File: config.mk
export PLATFORM = sky130hd
export DESIGN_NAME = lsu_addr_gen
export DESIGN_NICKNAME = d
export VERILOG_FILES = /design/src/rtl/lsag_pkg.sv /design/src/rtl/lsag_offset.sv /design/src/rtl/lsag_adder.sv /design/src/rtl/lsag_align.sv /design/src/rtl/lsu_addr_gen.sv
export SDC_FILE = /design/constraint.sdc
export NUM_CORES = 1
export LEC_CHECK = 0
export ABC_CLOCK_PERIOD_IN_PS = 7000
export CAP_MARGIN = 30
export CORE_MARGIN = 5
export CORE_UTILIZATION = 51
export CTS_CLUSTER_SIZE = 10
export DETAILED_ROUTE_END_ITERATION = 6
export HOLD_SLACK_MARGIN = 0.12
export PLACE_DENSITY = 0.81
export SETUP_SLACK_MARGIN = 0.4
export SYNTH_ARGS = -nofsm -noshare
export SYNTH_HDL_FRONTEND = slang
export SYNTH_SLANG_ARGS = --single-unit
File: constraint.sdc
create_clock -name clk -period 7 [get_ports clk]
set_input_delay 1.05 -clock clk [delete_from_list [all_inputs] [get_ports clk]]
set_output_delay 1.05 -clock clk [all_outputs]
set_load 0.03 [all_outputs]
File: src/rtl/lsag_pkg.sv
package lsag_pkg;
    localparam int DATA_W      = 32;
    localparam int IMM_WIDE_W  = 12;
    localparam int IMM_NARROW_W = 8;
    localparam int PC_AHEAD    = 8;

    typedef enum logic [1:0] {
        SZ_BYTE = 2'b00,
        SZ_HALF = 2'b01,
        SZ_WORD = 2'b10,
        SZ_WRD2 = 2'b11
    } acc_size_e;

    typedef struct packed {
        logic       pre;
        logic       up;
        logic       wb;
        logic       use_reg;
        logic       shr;
        logic [4:0] shamt;
    } addr_mode_t;

    function automatic logic is_narrow(input acc_size_e sz, input logic sgn);
        return (sz == SZ_HALF) || sgn;
    endfunction
endpackage

File: src/rtl/lsag_offset.sv
module lsag_offset
    import lsag_pkg::*;
#(
    parameter int DW = DATA_W,
    parameter int IW = IMM_WIDE_W,
    parameter int NW = IMM_NARROW_W,
    localparam int SW = $clog2(DW)
) (
    input  logic [DW-1:0] reg_val,
    input  logic [IW-1:0] imm,
    input  logic          use_reg,
    input  logic          shr,
    input  logic [SW-1:0] shamt,
    input  logic          narrow,
    output logic [DW-1:0] offset
);
    logic [DW-1:0] wide_imm, narrow_imm, shifted;

    assign wide_imm   = {{(DW-IW){1'b0}}, imm};
    assign narrow_imm = {{(DW-NW){1'b0}}, imm[NW-1:0]};
    assign shifted    = shr ? (reg_val >> shamt) : (reg_val << shamt);

    always_comb begin
        if (use_reg) offset = narrow ? reg_val : shifted;
        else         offset = narrow ? narrow_imm : wide_imm;
    end
endmodule

File: src/rtl/lsag_adder.sv
module lsag_adder
    import lsag_pkg::*;
#(
    parameter int DW = DATA_W
) (
    input  logic [DW-1:0] base,
    input  logic [DW-1:0] offset,
    input  logic          up,
    input  logic          pre,
    output logic [DW-1:0] addr,
    output logic [DW-1:0] sum
);
    assign sum  = up ? (base + offset) : (base - offset);
    assign addr = pre ? sum : base;
endmodule

File: src/rtl/lsag_align.sv
module lsag_align
    import lsag_pkg::*;
#(
    parameter int DW = DATA_W,
    localparam int LANES = DW / 8,
    localparam int LW = $clog2(LANES),
    localparam int HALVES = LANES / 2
) (
    input  logic [DW-1:0] word,
    input  logic [LW-1:0] lane,
    input  acc_size_e     size,
    input  logic          sgn,
    input  logic [DW-1:0] src,
    output logic [DW-1:0] load_out,
    output logic [DW-1:0] store_out
);
    logic [7:0]  byte_lane [LANES];
    logic [15:0] half_lane [HALVES];

    for (genvar i = 0; i < LANES; i++) begin : g_byte
        assign byte_lane[i] = word[8*i +: 8];
    end
    for (genvar j = 0; j < HALVES; j++) begin : g_half
        assign half_lane[j] = word[16*j +: 16];
    end

    logic [7:0]  sel_b;
    logic [15:0] sel_h;
    assign sel_b = byte_lane[lane];
    assign sel_h = half_lane[lane[LW-1:1]];

    always_comb begin
        unique case (size)
            SZ_BYTE: begin
                load_out  = {{(DW-8){sgn & sel_b[7]}}, sel_b};
                store_out = {{(DW-8){1'b0}}, src[7:0]};
            end
            SZ_HALF: begin
                load_out  = {{(DW-16){sgn & sel_h[15]}}, sel_h};
                store_out = {{(DW-16){1'b0}}, src[15:0]};
            end
            default: begin
                load_out  = word;
                store_out = src;
            end
        endcase
    end
endmodule

File: src/rtl/lsu_addr_gen.sv
module lsu_addr_gen
    import lsag_pkg::*;
#(
    parameter int DW = DATA_W,
    localparam int SW = $clog2(DW),
    localparam int LW = $clog2(DW / 8)
) (
    input  logic          clk,
    input  logic          rst,
    input  logic          req_valid,
    input  logic [DW-1:0] base_val,
    input  logic          base_is_pc,
    input  logic [DW-1:0] pc_val,
    input  logic [DW-1:0] off_reg,
    input  logic [11:0]   imm_field,
    input  logic          pre_index,
    input  logic          add_dir,
    input  logic          wb_req,
    input  logic          use_reg,
    input  logic          shift_right,
    input  logic [SW-1:0] shift_amt,
    input  logic [1:0]    acc_size,
    input  logic          acc_signed,
    input  logic [DW-1:0] mem_rdata,
    input  logic [DW-1:0] store_src,
    output logic          out_valid,
    output logic [DW-1:0] eff_addr,
    output logic [DW-1:0] wb_value,
    output logic          wb_en,
    output logic [DW-1:0] load_data,
    output logic [DW-1:0] store_data
);
    addr_mode_t mode;
    acc_size_e  size;
    logic       narrow;
    logic [DW-1:0] base_eff, offset, addr_c, sum_c, load_c, store_c;
    logic       wb_c;

    assign mode = '{pre: pre_index, up: add_dir, wb: wb_req, use_reg: use_reg,
                    shr: shift_right, shamt: shift_amt};
    assign size   = acc_size_e'(acc_size);
    assign narrow = is_narrow(size, acc_signed);
    assign base_eff = base_is_pc ? (pc_val + DW'(PC_AHEAD)) : base_val;
    assign wb_c   = (!mode.pre || mode.wb) && !base_is_pc;

    lsag_offset #(.DW(DW)) u_off (
        .reg_val(off_reg), .imm(imm_field), .use_reg(mode.use_reg),
        .shr(mode.shr), .shamt(mode.shamt), .narrow(narrow), .offset(offset)
    );

    lsag_adder #(.DW(DW)) u_add (
        .base(base_eff), .offset(offset), .up(mode.up), .pre(mode.pre),
        .addr(addr_c), .sum(sum_c)
    );

    lsag_align #(.DW(DW)) u_aln (
        .word(mem_rdata), .lane(addr_c[LW-1:0]), .size(size), .sgn(acc_signed),
        .src(store_src), .load_out(load_c), .store_out(store_c)
    );

    always_ff @(posedge clk) begin
        if (rst) begin
            out_valid  <= 1'b0;
            wb_en      <= 1'b0;
            eff_addr   <= '0;
            wb_value   <= '0;
            load_data  <= '0;
            store_data <= '0;
        end else begin
            out_valid <= req_valid;
            wb_en     <= req_valid && wb_c;
            if (req_valid) begin
                eff_addr   <= addr_c;
                wb_value   <= sum_c;
                load_data  <= load_c;
                store_data <= store_c;
            end
        end
    end
endmodule

==> results of run 1 <==
[timing repair]
item / in CTS / in global routing
resized for setup: 4 / 49
endpoints found under the setup margin: 2 / 21
pin swaps: 0 / 2
setup buffers: 0 / 1
[placed cells by master, fill, tap and decap left out, types with 8 or more instances in the layout]
cell,n
mux4_2,53
nand2_1,111
a21o_1,17
o21ai_0,67
ha_1,33
mux2i_1,114
nor3_1,26
nor2b_1,52
or2_2,8
mux2_2,20
o22ai_1,14
clkdlybuf4s50_1,290
and2_1,14
inv_1,34
xnor2_1,38
nor2_1,197
a211oi_1,31
and3_1,8
a31oi_1,27
o211ai_1,15
nand3_1,49
xor2_1,42
mux2_1,19
buf_4,137
a22oi_1,9
dlymetal6s2s_1,21
o21a_1,22
dfxtp_1,130
clkbuf_16,17
nand2b_1,34
a21oi_1,147
[final cells by class]
type / instances / area (um^2)
clock inverter: 15 / 166
fill: 1743 / 6790
clock buffer: 17 / 425
tap: 324 / 405
timing repair buffer: 461 / 4370
multi-input combinational: 1306 / 9490
inverter: 36 / 135
sequential: 130 / 2600
antenna: 1 / 2.50
[where the power goes]
part	total (W)	internal [W]	switching (W)
clock network	0.000916	0.000478	0.000438
registers	0.000868	0.000821	0.0000467
logic	0.00178	0.000765	0.00102
[through the flow]
stage | hold slack, ps | area (um^2) | cells
2_1_floorplan | 593 | 12700 | 1590
3_3_place_gp | 454 | 16800 | 2255
3_5_place_dp | 461 | 16800 | 2256
4_1_cts | 473 | 17400 | 2288
5_1_grt | 490 | 17600 | 2290
6_report | 473 | 17600 | 2290
[cells by family after synthesis]
group	count (synthesis)	synth area share, %
flops	130	20.5
xor+xnor	81	5.70
simple gates	545	20.7
fa+ha+maj	34	3.41
buf+inv	154	5.66
mux	208	22.0
compound gates	438	22.0
[registers in the layout, summed over array words and instances (netlist names)]
signal,flops
eff_addr,32
load_data,32
wb_en,1
wb_value,32
out_valid,1
store_data,32
[routing by layer]
metal,vias to the layer above,GRT usage [%]
li1,6564,-
met1,7164,46.5
met2,1106,64.2
met3,287,8.02
met4,0,24.5
met5,-,0
[critical path, stage by stage]
cell and delay, ps:
clkdlybuf4s50_1 620, buf_4 250, or2_2 410, nor2_1 460, a31oi_1 170, a32o_1 320, nand3_1 160, and4bb_2 300
a21oi_1 190, xor2_1 190, ha_1 270, a21o_1 180, a21o_1 170, a21o_1 170, a21oi_1 220, nand2_1 80
o31a_1 280, nand4_1 160, a31oi_1 210, or4b_2 730, a41oi_2 260
[how the worst min path moves through the flow]
stage | depth (start not counted) | end | from | slack, ps
floorplan | 2 | store_data[10]$_SDFFE_PP0P_ | store_data[10]$_SDFFE_PP0P_ | 590
global placement | 2 | store_data[15]$_SDFFE_PP0P_ | store_data[15]$_SDFFE_PP0P_ | 450
detailed placement | 2 | store_data[13]$_SDFFE_PP0P_ | store_data[13]$_SDFFE_PP0P_ | 460
CTS | 2 | load_data[12]$_SDFFE_PP0P_ | load_data[12]$_SDFFE_PP0P_ | 470
global route | 2 | load_data[0]$_SDFFE_PP0P_ | load_data[0]$_SDFFE_PP0P_ | 490
finish | 2 | load_data[12]$_SDFFE_PP0P_ | load_data[12]$_SDFFE_PP0P_ | 470
==> metrics.md, run 1 <==
| Metric | Value |
|---|---|
| Run status | finished clean |
| Routed vias | between 15000 and 20000 |
| Synthesized area per cell | about 8.0 um^2 |
| Setup-failing EPs final | 0 |
| Clock-pin slew of the registers on the worst-case setup and hold paths | 70 ps |
| Number of warnings issued by yosys | 0 |
| Startpoint class of the critical path | input pin |
| Max-Cap Viols | 0 |
| Part of the cycle the worst path needs | around 93% |
| Share of layout cells above drive strength 1 | approximately 15% |
| Endpoints failing hold | 0 |
| Global-route congestion overflow total | 0 |
| Met1 wire length | around 21 mm |
| Count of H-tree levels built during CTS | 4 |
| Slew Limit Headroom | a little under 40% |
| Transition time at the pin with the least slew margin | between 900 and 1000 ps |
| RSZ-0062 raised after global routing | no |
| Pre-antenna DRT Iters | 6 |
| Number of synthesized register bits | 130 |
| Root Buffer | clkbuf_16 |
| Top cell type by total area after synthesis | dfxtp_1 |
| All-Layer GR Usage | 39.0% |
| Std cell rows | 57 |
| Yosys top cell area share | 20.5% |
| Arrival time reported for the critical path endpoint | roughly 7000 ps |
| Initial antenna violation count | 2 |
| Width of the die | ~170 um |
| 1st-iter DRT viols | between 1500 and 2000 |
| R2r startpoint | load_data[24]$_SDFFE_PP0P_ |
| R2R Setup Slk | approximately 6000 ps |
| Antenna viol nets, final | 0 |
| Via count of the first global-routing pass | roughly 15000 |
| Final wirelength | around 59 mm |
| Maximum number of pins on one net before global-route repair | around 110 |
| Final-layout setup total negative slack | 0 ps |
| Post-synth EDFFs | 0 |
| Maximum fanout along the worst path | 9 |
| Leading post-synthesis cells by instance count | nor2_1, a21oi_1, dfxtp_1, mux2i_1, nand2_1 |
| Launching instance or port of the critical path | shift_right |
| Leakage dissipation | approximately 7 nW |
| Met2 layer wire length in the routed design | 26.9 mm |
| Commonest register cell after synthesis | dfxtp_1 |
| DP Wirelength | roughly 44 mm |
| Clock network latency to the later pin of the worst-skew pair | about 430 ps |
| Vias per inst | between 6 and 7 |
| Initial core utilization | 52.1% |
| CTS buffer count | 17 |
| Capture point of the worst path | eff_addr[30]$_SDFFE_PP0P_ |
| CTS tree | yes |
| Fin crit period | between 6000 and 7000 ps |
| Most repeated cell in the gate-level netlist after synthesis | nor2_1 |
| Post-route clock skew | 0 ps |
| Count of distinct cell types in the synthesized netlist | slightly above 90 |
| Area delta synth->final | 38.6% |
| Total standard cell area after synthesis | ~0.013 mm^2 |
| Share of synthesized registers carrying an async set or reset | 0% |
| Sink Count | 130 |
| Placeable core area | 0.0244 mm^2 |
| DIE AREA | about 0.028 mm^2 |
| Overall power consumption | between 0.003 and 0.004 W |
| Die Y | roughly 170 um |
| Routed wire length on met3 | 5.68 mm |
| Kind of path behind the tightest hold check | flop to flop |
| Longest Clk Path Bufs | 2 |
| Syn nets | 1813 |
| DRC violations left | 0 |
| Global-route wire length before repair | around 87 mm |
| Max Slew Vio Count | 0 |
| Reg2Reg Depth | 3 |
| Category of the worst setup path capture point | flop |
| Classification of the worst setup path | input pin to flop |
| Quantity of I/O buffers inserted on ports | ~320 |
| Final worst slack | around 480 ps |
| Number of top-level pins | about 320 |
| Power per cell area | just over 200 mW/mm^2 |
| Detailed-route wire length per cell | approximately 26 um |
| Share of the yosys chip area belonging to registers | 20.5% |
| Final design utilization | 72.2% |
| Post-layout net count | ~2200 |
| Hold Buf Count CTS | 0 |
| Peak ir drop on the vdd network | 0.150 mV |
| Mapped Cells | ~1600 |
| Maximum operating frequency | ~150 MHz |
| Biggest area contributors in the synthesized netlist | dfxtp_1, mux4_2, mux2i_1 |
| Destination of the worst register-to-register timing path | load_data[24]$_SDFFE_PP0P_ |
| CP required | around 7300 ps |
| Final weighted congestion of routability-driven global placement | ~1.1 |
| Pre-CTS WS | around 170 ps |
| DR top layer | met4 |
Power figures use the tool's default switching activity.
==> run 2, diff against run 1 <==
--- a/config.mk
+++ b/config.mk
@@ -14,6 +14,7 @@
 export HOLD_SLACK_MARGIN = 0.12
 export PLACE_DENSITY = 0.81
 export SETUP_SLACK_MARGIN = 0.4
+export SLEW_MARGIN = 5
 export SYNTH_ARGS = -nofsm -noshare
 export SYNTH_HDL_FRONTEND = slang
 export SYNTH_SLANG_ARGS = --single-unit
==> results of run 2 <==
Final layout, timing and power as in run 1 (identical DEF).
==> run 3, diff against run 2 <==
--- a/config.mk
+++ b/config.mk
@@ -7,7 +7,6 @@
 export LEC_CHECK = 0
 export ABC_CLOCK_PERIOD_IN_PS = 7000
 export CAP_MARGIN = 30
-export CORE_MARGIN = 5
 export CORE_UTILIZATION = 51
 export CTS_CLUSTER_SIZE = 10
 export DETAILED_ROUTE_END_ITERATION = 6
==> run 3 against run 2 <==
  * The run now ends with DRC left
  * Global-route usage up 5.1 points
  * Critical path depth up 2
  * Die area down 9.3%
  * Via count up 2.3%
  * Critical endpoint is now eff_addr[31]$_SDFFE_PP0P_
  * Largest cell class unchanged
  * Highest routed layer unchanged
==> metrics.md, run 3 (synthesis gave the netlist of run 1 again) <==
| Metric | Value |
|---|---|
| Run status | finished, violations left (was finished clean) |
| Violated checks | DRC |
| Std cell rows | 57 (unchanged) |
| Cell at the slowest stage of the critical path | clkdlybuf4s50_1 (was or4b_2) |
| Critical path, cell by cell | clkdlybuf4s50_1, buf_4, mux2i_1, mux4_2, mux4_2, a2bb2oi_1, o211a_1, nor3b_4, and4bb_2, and2_1, nor2b_4, a31oi_1, xor2_1, ha_1, o21a_1, o21a_1, nand3_1, o21ai_0, a41oi_2, a21oi_1, xnor3_1, nand2_1, a311oi_2 (was clkdlybuf4s50_1, buf_4, or2_2, nor2_1, a31oi_1, a32o_1, nand3_1, and4bb_2, a21oi_1, xor2_1, ha_1, a21o_1, a21o_1, a21o_1, a21oi_1, nand2_1, o31a_1, nand4_1, a31oi_1, or4b_2, a41oi_2) |
| Part of the cycle the worst path needs | 95.2% (was 93.2%) |
| Pre-CTS WS | 38.1 ps (was 175 ps) |
| Setup-failing EPs final | 0 (unchanged) |
| Antenna viol nets, final | 0 (unchanged) |
| Leading cell types in the layout, fill and taps excluded | clkdlybuf4s50_1, nor2_1, a21oi_1 (unchanged) |
| Register Area | 0.00260 mm^2 (unchanged) |
| DP Wirelength | 43.5 mm (was 44.0 mm) |
| Power per cell area | 207 mW/mm^2 (was 203 mW/mm^2) |
| DIE AREA | 0.0255 mm^2 (was 0.0282 mm^2) |
| Maximum number of pins on one net before global-route repair | 107 (was 109) |
| Kind of path behind the tightest hold check | flop to flop (unchanged) |
| Final weighted congestion of routability-driven global placement | 1.02 (was 1.06) |
| Fraction of power consumed by combinational cells | 49.2% (was 50.0%) |
| RSZ-0062 raised after global routing | no (unchanged) |
| Overall power consumption | 0.00363 W (was 0.00357 W) |
| Final-layout setup total negative slack | 0 ps (unchanged) |
| Area delta synth->final | 38.3% (was 38.6%) |
| Width of the die | 160 um (was 168 um) |
| Initial core utilization | 52.1% (unchanged) |
| Vias per inst | 6.82 (was 6.60) |
| Sink Count | 130 (unchanged) |
| Endpoints failing hold | 0 (unchanged) |
| Quantity of I/O buffers inserted on ports | 318 (unchanged) |
| Maximum fanout along the worst path | 6 (was 9) |
| Net switching component of the power | 0.00152 W (was 0.00150 W) |
| Commonest non-fill, non-tap cell in the layout | clkdlybuf4s50_1 (unchanged) |
| Max Slew Vio Count | 0 (unchanged) |
| All-Layer GR Usage | 44.1% (was 39.0%) |
| 1st-iter DRT viols | 2404 (was 1832) |
| Multi-input logic area | 0.00956 mm^2 (was 0.00949 mm^2) |
| Startpoint class of the critical path | input pin (unchanged) |
| Final wirelength | 60.2 mm (was 58.8 mm) |
| Number of top-level pins | 319 (unchanged) |
| Register share of total power | 24.0% (was 24.3%) |
| Max-Cap Viols | 0 (unchanged) |
| DRC violations left | 13 (was 0) |
| Slew Limit Headroom | 42.9% (was 38.8%) |
| Post-route clock skew | 0 ps (unchanged) |
| Count of fill cells added during filler insertion | 1686 (was 1743) |
| Arrival time reported for the critical path endpoint | 6990 ps (was 6860 ps) |
| Transition time at the pin with the least slew margin | 844 ps (was 919 ps) |
| Top cell family by delay on the critical path | compound AO/OA/AOI/OAI gates (was simple AND/OR/NAND/NOR gates) |
| Clock network power share | 26.8% (was 25.7%) |
| Placeable core area | 0.0244 mm^2 (unchanged) |
| Share of layout cells above drive strength 1 | 14.7% (was 15.4%) |
| CP required | 7320 ps (was 7330 ps) |
| Placed cell area | 0.0166 mm^2 (was 0.0168 mm^2) |
| Total internal power | 0.00210 W (was 0.00206 W) |
| Final worst slack | 337 ps (was 477 ps) |
| Leakage dissipation | 7.09 nW (was 7.21 nW) |
| Hold Buf Count CTS | 0 (unchanged) |
| Maximum operating frequency | 150 MHz (was 153 MHz) |
| Routed vias | 15476 (was 15121) |
| Delay contributed by the slowest stage of the critical path | 580 ps (was 730 ps) |
| Classification of the worst setup path | input pin to flop (unchanged) |
| Fin crit period | 6660 ps (was 6520 ps) |
| Longest Clk Path Bufs | 2 (unchanged) |
| Peak ir drop on the vdd network | 0.138 mV (was 0.150 mV) |
| Global-route congestion overflow total | 0 (unchanged) |
| Number of buffers and inverters on the critical path | 2 (unchanged) |
| Post-layout net count | 2154 (was 2175) |
| Clock network latency to the later pin of the worst-skew pair | 420 ps (was 430 ps) |
| Root Buffer | clkbuf_16 (unchanged) |
| Via count of the first global-routing pass | 14508 (was 14894) |
| Post-route standard cell area excluding fillers | 0.0176 mm^2 (about the same) |
| CTS buffer count | 17 (unchanged) |
| Die Y | 160 um (was 168 um) |
| Global-route wire length before repair | 86.9 mm (was 87.2 mm) |
| Category of the worst setup path capture point | flop (unchanged) |
| Pre-antenna DRT Iters | 7 (was 6) |
| Initial antenna violation count | 0 (was 2) |
| CTS tree | yes (unchanged) |
| Final design utilization | 72.0% (was 72.2%) |
| Detailed-route wire length per cell | 26.5 um (was 25.7 um) |
| Count of H-tree levels built during CTS | 4 (unchanged) |
| Clock-pin slew of the registers on the worst-case setup and hold paths | 70 ps (about the same) |
| Switching portion of total power | 42.0% (was 42.1%) |
| Number of antenna repair diodes | 0 (was 1) |
run 3: cell count changes in the layout (fill, tap and decap cells not counted), moves of 3 or more:
cell | before | now
buf_6 | 4 | 1
nor2_4 | 0 | 3
buf_4 | 137 | 115
a221oi_2 | 1 | 4
clkdlybuf4s50_1 | 290 | 299
clkinv_8 | 4 | 1
dlymetal6s2s_1 | 21 | 13
a221oi_1 | 6 | 3
run 3: worst reg2reg max path, delay by kind of cell, from the launching register on:
family / cells / cell delay (ps)
and+or+nand+nor: 1 / 120
AOI/OAI and AO/OA: 2 / 260
DFF: 1 / 320
run 3: worst paths after layout:
check                             startpoint                          to  slack [ps]  cells past startpoint
hold reg to reg   load_data[11]$_SDFFE_PP0P_  load_data[11]$_SDFFE_PP0P_         480                      2
hold / removal    load_data[11]$_SDFFE_PP0P_  load_data[11]$_SDFFE_PP0P_         480                      2
setup / recovery                 off_reg[15]   eff_addr[31]$_SDFFE_PP0P_         340                     23
setup reg to reg  load_data[20]$_SDFFE_PP0P_  load_data[20]$_SDFFE_PP0P_        6140                      3
run 3: what timing repair did:
action | 4_1_cts | 5_1_grt
hold endpoints to repair | 0 | 0
gates cloned | 0 | 1
resized for setup | 1 | 55
setup buffers | 0 | 4
pin swaps | 0 | 5
setup endpoints to repair | 1 | 22
run 3: area by class of cell:
type | instances | area share (%)
tap | 324 | 2.31
clock buffer | 17 | 2.42
inverter | 36 | 0.770
multi-input combinational | 1306 | 54.5
clock inverter | 15 | 1.06
sequential | 130 | 14.8
timing repair buffer | 440 | 24.2
run 3: per-layer routing:
metal  share of wire (%)  track usage [%]  vias up
li1                    -                -     6506
met1                  36             52.6     7256
met2                  45             71.5     1320
met3                  11             10.8      394
met4                 8.1             27.3        0
met5                   0                0        -
run 3: through the flow:
step	hold WS, ps	cells
after CTS	477	2260
after global placement	454	2227
after detailed placement	462	2228
after floorplan	593	1590
after global routing	502	2268
final	477	2268
run 3: power groups by stage:
stage | clock network (W) | logic, W | registers [W]
after CTS | 0.000959 | 0.00166 | 0.000869
final | 0.000971 | 0.00179 | 0.000870
after global placement | 0 | 0.00160 | 0.000878
after floorplan | 0 | 0.000821 | 0.00103
after detailed placement | 0 | 0.00163 | 0.000884
after global routing | 0.000995 | 0.00185 | 0.000877
